===== src/rtl/gsc_pkg.sv =====
package gsc_pkg;

   typedef enum logic [1:0] {
      MODE_OFF      = 2'd0,
      MODE_MANUAL   = 2'd1,
      MODE_INTERVAL = 2'd2,
      MODE_SPARE    = 2'd3
   } gsc_mode_e;

   typedef enum logic [1:0] {
      TI_ARMED = 2'd0,
      TI_OPEN  = 2'd1,
      TI_DONE  = 2'd2
   } ti_state_e;

   typedef struct packed {
      logic open_n;
      logic close_n;
   } gate_req_t;

   localparam gate_req_t GATE_IDLE   = '{open_n: 1'b1, close_n: 1'b1};
   localparam gate_req_t GATE_OPEN   = '{open_n: 1'b0, close_n: 1'b1};
   localparam gate_req_t GATE_CLOSED = '{open_n: 1'b1, close_n: 1'b0};

endpackage


===== src/rtl/gsc_sync.sv =====
module gsc_sync #(
   parameter int STAGES = 2
) (
   input  logic clk,
   input  logic rst_n,
   input  logic d_i,
   output logic q_o
);

   logic [STAGES-1:0] chain_q;

   always_ff @(posedge clk) begin
      if (!rst_n) chain_q <= '0;
      else        chain_q <= {chain_q[STAGES-2:0], d_i};
   end

   assign q_o = chain_q[STAGES-1];

endmodule


===== src/rtl/gsc_edge_sel.sv =====
module gsc_edge_sel #(
   parameter int SYNC_STAGES = 2
) (
   input  logic clk,
   input  logic rst_n,
   input  logic sig_i,
   input  logic falling_i,
   output logic level_o,
   output logic edge_o
);

   logic sync_s;
   logic prev_q;

   gsc_sync #(.STAGES(SYNC_STAGES)) u_sync (
      .clk  (clk),
      .rst_n(rst_n),
      .d_i  (sig_i),
      .q_o  (sync_s)
   );

   always_ff @(posedge clk) begin
      if (!rst_n) prev_q <= 1'b0;
      else        prev_q <= sync_s;
   end

   // edges come from the raw synced value so a polarity change makes no edge
   assign edge_o  = falling_i ? (prev_q & ~sync_s) : (sync_s & ~prev_q);
   assign level_o = sync_s ^ falling_i;

endmodule


===== src/rtl/gsc_debounce.sv =====
module gsc_debounce #(
   parameter int SYNC_STAGES   = 2,
   parameter int STABLE_CYCLES = 16
) (
   input  logic clk,
   input  logic rst_n,
   input  logic btn_i,
   output logic press_o
);

   localparam int CW = $clog2(STABLE_CYCLES + 1);
   localparam logic [CW-1:0] LAST = CW'(STABLE_CYCLES - 1);

   logic          btn_s;
   logic          stable_q;
   logic [CW-1:0] run_q;

   gsc_sync #(.STAGES(SYNC_STAGES)) u_sync (
      .clk  (clk),
      .rst_n(rst_n),
      .d_i  (btn_i),
      .q_o  (btn_s)
   );

   always_ff @(posedge clk) begin
      if (!rst_n) begin
         stable_q <= 1'b0;
         run_q    <= '0;
         press_o  <= 1'b0;
      end else begin
         press_o <= 1'b0;
         if (btn_s == stable_q) begin
            run_q <= '0;
         end else if (run_q == LAST) begin
            stable_q <= btn_s;
            run_q    <= '0;
            press_o  <= btn_s;
         end else begin
            run_q <= run_q + 1'b1;
         end
      end
   end

endmodule


===== src/rtl/gsc_toggle.sv =====
module gsc_toggle (
   input  logic clk,
   input  logic rst_n,
   input  logic enable_i,
   input  logic press_i,
   output logic is_open_o
);

   always_ff @(posedge clk) begin
      if (!rst_n)        is_open_o <= 1'b0;
      else if (!enable_i) is_open_o <= 1'b0;
      else if (press_i)   is_open_o <= ~is_open_o;
   end

endmodule


===== src/rtl/gsc_interval.sv =====
module gsc_interval
   import gsc_pkg::*;
(
   input  logic      clk,
   input  logic      rst_n,
   input  logic      enable_i,
   input  logic      start_i,
   input  logic      stop_i,
   input  logic      rearm_i,
   output ti_state_e state_o
);

   ti_state_e nxt;

   always_comb begin
      nxt = state_o;
      unique case (state_o)
         TI_ARMED: if (start_i) nxt = TI_OPEN;
         TI_OPEN:  if (stop_i)  nxt = TI_DONE;
         TI_DONE:  if (rearm_i) nxt = TI_ARMED;
         default:               nxt = TI_ARMED;
      endcase
      if (!enable_i) nxt = TI_ARMED;
   end

   always_ff @(posedge clk) begin
      if (!rst_n) state_o <= TI_ARMED;
      else        state_o <= nxt;
   end

endmodule


===== src/rtl/gate_seq_ctrl.sv =====
module gate_seq_ctrl
   import gsc_pkg::*;
#(
   parameter int SYNC_STAGES   = 2,
   parameter int STABLE_CYCLES = 16,
   parameter int RANGE_W       = 3,
   parameter int RANGE_MAX     = 5,
   parameter bit REG_COUNT     = 1'b1
) (
   input  logic               clk,
   input  logic               rst_n,
   input  logic [1:0]         mode_i,
   input  logic               button_i,
   input  logic               cha_i,
   input  logic               chb_i,
   input  logic               slope_a_i,
   input  logic               slope_b_i,
   input  logic               common_i,
   input  logic [RANGE_W-1:0] range_i,
   input  logic               rearm_i,
   output logic               open_n_o,
   output logic               close_n_o,
   output logic               count_o,
   output logic [RANGE_W-1:0] range_o
);

   localparam int NUM_CH = 2;
   localparam logic [RANGE_W-1:0] RANGE_TOP = RANGE_W'(RANGE_MAX);

   if (SYNC_STAGES < 2) begin : g_bad_sync
      $error("SYNC_STAGES must be at least 2");
   end
   if (STABLE_CYCLES < 2) begin : g_bad_deb
      $error("STABLE_CYCLES must be at least 2");
   end
   if (RANGE_MAX >= (1 << RANGE_W)) begin : g_bad_range
      $error("RANGE_MAX does not fit in RANGE_W bits");
   end

   logic is_manual, is_interval;
   assign is_manual   = (mode_i == MODE_MANUAL);
   assign is_interval = (mode_i == MODE_INTERVAL);

   // channel conditioning: index 0 is the start path, 1 the stop path
   logic [NUM_CH-1:0] raw, slope, lvl, edg;
   assign raw[0]   = cha_i;
   assign raw[1]   = common_i ? cha_i : chb_i;
   assign slope    = {slope_b_i, slope_a_i};

   for (genvar g = 0; g < NUM_CH; g++) begin : g_ch
      gsc_edge_sel #(.SYNC_STAGES(SYNC_STAGES)) u_edge (
         .clk      (clk),
         .rst_n    (rst_n),
         .sig_i    (raw[g]),
         .falling_i(slope[g]),
         .level_o  (lvl[g]),
         .edge_o   (edg[g])
      );
   end

   logic unused_stop_level;
   assign unused_stop_level = lvl[1];

   // manual path
   logic press, man_open;

   gsc_debounce #(
      .SYNC_STAGES  (SYNC_STAGES),
      .STABLE_CYCLES(STABLE_CYCLES)
   ) u_deb (
      .clk    (clk),
      .rst_n  (rst_n),
      .btn_i  (button_i),
      .press_o(press)
   );

   gsc_toggle u_tgl (
      .clk      (clk),
      .rst_n    (rst_n),
      .enable_i (is_manual),
      .press_i  (press),
      .is_open_o(man_open)
   );

   // interval path
   ti_state_e ti_state;

   gsc_interval u_ti (
      .clk     (clk),
      .rst_n   (rst_n),
      .enable_i(is_interval),
      .start_i (edg[0]),
      .stop_i  (edg[1]),
      .rearm_i (rearm_i),
      .state_o (ti_state)
   );

   // registered gate requests
   gate_req_t gate_d, gate_q;

   always_comb begin
      gate_d = GATE_IDLE;
      if (is_manual) begin
         gate_d = man_open ? GATE_OPEN : GATE_CLOSED;
      end else if (is_interval) begin
         unique case (ti_state)
            TI_OPEN: gate_d = GATE_OPEN;
            TI_DONE: gate_d = GATE_CLOSED;
            default: gate_d = GATE_IDLE;
         endcase
      end
   end

   always_ff @(posedge clk) begin
      if (!rst_n) gate_q <= GATE_IDLE;
      else        gate_q <= gate_d;
   end

   assign open_n_o  = gate_q.open_n;
   assign close_n_o = gate_q.close_n;

   // range pass-through, limited to the legal settings
   logic [RANGE_W-1:0] range_q;

   always_ff @(posedge clk) begin
      if (!rst_n)           range_q <= '0;
      else if (!is_interval) range_q <= '0;
      else                   range_q <= (range_i > RANGE_TOP) ? RANGE_TOP : range_i;
   end

   assign range_o = range_q;

   // counted stream
   if (REG_COUNT) begin : g_cnt_reg
      logic count_q;
      always_ff @(posedge clk) begin
         if (!rst_n) count_q <= 1'b0;
         else        count_q <= is_manual & lvl[0];
      end
      assign count_o = count_q;
   end else begin : g_cnt_comb
      assign count_o = is_manual & lvl[0];
   end

endmodule


===== config.mk =====
export PLATFORM = sky130hd
export DESIGN_NAME = gate_seq_ctrl
export DESIGN_NICKNAME = d
export VERILOG_FILES = /design/src/rtl/gsc_pkg.sv /design/src/rtl/gsc_sync.sv /design/src/rtl/gsc_edge_sel.sv /design/src/rtl/gsc_debounce.sv /design/src/rtl/gsc_toggle.sv /design/src/rtl/gsc_interval.sv /design/src/rtl/gate_seq_ctrl.sv
export SDC_FILE = /design/constraint.sdc
export NUM_CORES = 1
export LEC_CHECK = 0
export BUFFER_PORTS_ARGS = -buffer_cell sky130_fd_sc_hd__buf_4
export CAP_MARGIN = 20
export CORE_ASPECT_RATIO = 1.2
export CORE_MARGIN = 3
export CORE_UTILIZATION = 53
export CTS_BUF_LIST = sky130_fd_sc_hd__clkbuf_8 sky130_fd_sc_hd__clkbuf_16
export CTS_CLUSTER_DIAMETER = 200
export DETAILED_ROUTE_END_ITERATION = 6
export GPL_TIMING_DRIVEN = 0
export MAX_ROUTING_LAYER = met4
export PLACE_DENSITY = 0.85
export SLEW_MARGIN = 10
export SYNTH_ARGS = -nofsm -noshare
export SYNTH_HDL_FRONTEND = slang
export SYNTH_SLANG_ARGS = --single-unit

===== constraint.sdc =====
create_clock -name clk -period 2.2 [get_ports clk]
set_input_delay 0.22 -clock clk [delete_from_list [all_inputs] [get_ports clk]]
set_output_delay 0.22 -clock clk [all_outputs]
set_load 0.05 [all_outputs]

==> Flow_metrics.wiki <==
{| class="wikitable"
! Metric !! Value
|-
| Result of the run || finished clean
|-
| H-Tree Level Count || 1
|-
| Fillers || 110
|-
| Final count of hold timing violations || 0
|-
| DRT antenna net count || 0
|-
| Setup repair after global routing missed its margin || no
|-
| Commonest cells after routing, fill and taps aside || dfxtp_1 (24), buf_4 (19), nor2_1 (9), and2_1 (7), nor2b_1 (5)
|-
| Xor/xnor share of the synthesized area || under 10%
|-
| Antenna cell count || 0
|-
| Top post-synthesis cells by area || dfxtp_1 (56%), and2_1 (5.1%), nor2_1 (4.0%)
|-
| Top routing layer in use || met4
|-
| Pwr dens || around 740 mW/mm^2
|-
| Num CTS Buffers || 3
|-
| Transition at the pin with the smallest max-transition slack || ~300 ps
|-
| Post-synthesis cell area || between 800 and 900 sq um
|-
| Time the worst path needs with I/O delays and setup || approximately 1400 ps
|-
| Worst rel slew slack || between 80% and 90%
|-
| Total negative slack || 0 ps
|-
| Aggregate global-route resource usage || between 15 and 20%
|-
| Maximum clock frequency || 730 MHz
|-
| Number of flip-flops and latches in the synthesized netlist || 24
|-
| Remaining global-route overflow || 0
|-
| Iteration-0 DRC Markers || 1
|-
| Antenna violations before repair || 0
|-
| First drt pass iteration count || 2
|-
| Final Power || between 700 and 800 uW
|-
| Endpoint kind of the worst setup timing path || flop
|-
| Clock edge transition at the registers on the reported setup and hold paths || 80 ps
|-
| Class of the tightest hold or removal check || input pin to flop
|-
| Number of nets in the layout || 120
|-
| Final setup viols || 0
|-
| Vias after detailed routing || slightly above 600
|-
| Syn_area_per_cell || around 11 sq um
|-
| Number of enable-type register cells in the synthesized netlist || 0
|-
| CP startpoint kind || flop
|-
| YS warnings || 0
|-
| Required time of the worst setup path || roughly 2400 ps
|-
| Starting density of the core || 57.5%
|-
| Global-route wire length before repair || 2330 microns
|-
| TritonCTS clock tree || done
|-
| Max-cap viol count || 0
|-
| CTS Hold Bufs || 0
|-
| Residual DRC || 0
|-
| Synth Instances || 80
|-
| Critical Path AT || between 1500 and 2000 ps
|-
| Resized Gates After CTS || 0
|-
| Routability-driven placement congestion ratio || approximately 0.73
|-
| Clock latency reported for the late side of the worst-skew pair || between 200 and 300 ps
|-
| Post-synth top area cell || dfxtp_1
|-
| Vias per inst || about 5.1
|-
| Width of the die || between 40 and 50 microns
|-
| Fraction of layout instances using a drive strength above 1 || about a quarter
|-
| Post-synth cell types || 26
|-
| Worst IR Drop VDD || between 0.5 and 0.6 mV
|-
| Die extent in y || about 50 microns
|-
| DRT met1 WL || approximately 540 microns
|-
| Post-CTS setup buffers || 0
|-
| Post-detail-place hpwl || between 900 and 1000 microns
|-
| Num rows || 15
|-
| CTS sink cnt || 24
|-
| Post-synthesis async set-or-reset flop share || 0%
|-
| Met2 Wirelength || between 600 and 700 microns
|-
| Count of buffers from port buffering || 19
|-
| Portion of synthesized cell area occupied by the leading cell type || between 50% and 60%
|-
| Final routed wirelength across all metal layers || 1300 microns
|-
| Sequential share of the synthesized area || between 50 and 60%
|-
| Die area || ~0.0021 sq mm
|-
| Commonest non-fill, non-tap cell in the layout || dfxtp_1
|-
| Max Slew Vio Count || 0
|-
| Largest clock skew in the final design || 3.16 ps
|-
| Synthesized net count || 96
|-
| CTS max path bufs || 2
|-
| CTS root buf || clkbuf_8
|-
| Largest net degree at the start of global routing || 14
|-
| Largest family of logic cells by synthesized area || simple AND/OR/NAND/NOR gates
|-
| Adder and majority gate portion of the synthesized area || under 10%
|-
| Std-Cell Core Area || between 0.001 and 0.0015 sq mm
|-
| Routed wirelength normalized by instance count || 10.8 microns
|-
| Most used DFF post-synth || dfxtp_1
|-
| Amount of wire on met3 after detailed routing || between 60 and 70 microns
|-
| Final period util || approximately 62%
|-
| Post-synthesis to final-layout area growth || 25.7%
|-
| Post-synthesis compound-gate area fraction || 4.99%
|-
| Maximum fanout count along the critical path || 5
|-
| Post-synthesis simple-gate area fraction || between 20% and 30%
|-
| Vias in the first global route || 584
|-
| Count of boundary I/O pins || 20
|-
| Category of the most critical setup path || flop to flop
|-
| Portion of netlist area occupied by mux cells || around 2.3%
|-
| Static leakage || roughly 0.46 nW
|}
[stage by stage]
step / hold WS, ps / utilization, % / worst slack [ps] / cells / area, sq um
after floorplan: 296 / - / 964 / 80 / 852
after global placement: 400 / 68.5 / 891 / 116 / 1020
after detailed placement: 402 / 68.5 / 845 / 116 / 1020
after CTS: 128 / 72.2 / 823 / 120 / 1070
after global routing: 132 / 72.2 / 736 / 120 / 1070
final: 134 / 72.2 / 831 / 120 / 1070
[worst max-delay path, stage by stage (launching register included)]
cell and delay [ps]:
dfxtp_1 330, ha_1 220, and3_1 150, ha_1 210, nand3b_1 250, nor2_1 150
[synth_stat cells (3+ instances only)]
cell / n
and2_1: 7
dfxtp_1: 24
nand2_1: 3
nor2_1: 9
nor2b_1: 5
xnor2_1: 3
[logic make-up (layout without fill, tap and decap cells)]
| logic type | after synthesis | in the layout |
|---|---|---|
| XOR/XNOR | 5 | 5 |
| AND/OR/NAND/NOR | 37 | 37 |
| AO/OA/AOI/OAI | 7 | 7 |
| buffers and inverters | 3 | 26 |
| flip-flops | 24 | 24 |
| adder cells (fa/ha/maj) | 2 | 2 |
| multiplexers | 2 | 2 |
[per-layer routing]
| layer | track usage [%] | up-vias |
|---|---|---|
| li1 | - | 314 |
| met1 | 15.7 | 274 |
| met2 | 25.1 | 18 |
| met3 | 3.28 | 5 |
| met4 | 10.4 | 0 |
| met5 | - | - |
[registers in the layout (all words and copies together) (netlist names), 2 cells and up]
register and count:
u_ti.state_o 2, range_o 3, u_deb.run_q 5, u_deb.u_sync.chain_q 2
g_ch.u_edge.u_sync.chain_q 4, g_ch.u_edge.prev_q 2
[cell type report]
| class | count | area, sq um | area share, % |
|---|---|---|---|
| sequential | 24 | 480 | 44.9 |
| tap | 17 | 21.3 | 1.99 |
| clock buffer | 4 | 55.1 | 5.14 |
| timing repair buffer | 19 | 143 | 13.3 |
| inverter | 2 | 7.51 | 0.701 |
| multi-input combinational | 53 | 359 | 33.5 |
| buffer | 1 | 5.00 | 0.467 |
[report_power, final]
| group | internal, mW | total [mW] | switching [mW] |
|---|---|---|---|
| Sequential | 0.444 | 0.448 | 0.00416 |
| Combinational | 0.0303 | 0.0578 | 0.0275 |
| Clock | 0.159 | 0.287 | 0.127 |
| Total | 0.634 | 0.793 | 0.159 |
[worst paths after layout]
kind	start	endpoint	slack, ps	depth (start not counted)
worst min-delay path	range_i[2]	range_o[1]$_SDFF_PP0_	130	2
worst max register to register	u_deb.run_q[0]$_SDFF_PP0_	u_deb.run_q[2]$_SDFF_PP0_	830	5
worst max-delay path	u_deb.run_q[0]$_SDFF_PP0_	u_deb.run_q[2]$_SDFF_PP0_	830	5
worst min register to register	g_ch[0].u_edge.u_sync.chain_q[0]$_SDFF_PN0_	g_ch[0].u_edge.u_sync.chain_q[1]$_SDFF_PN0_	440	1
Power figures use the tool's default switching activity.
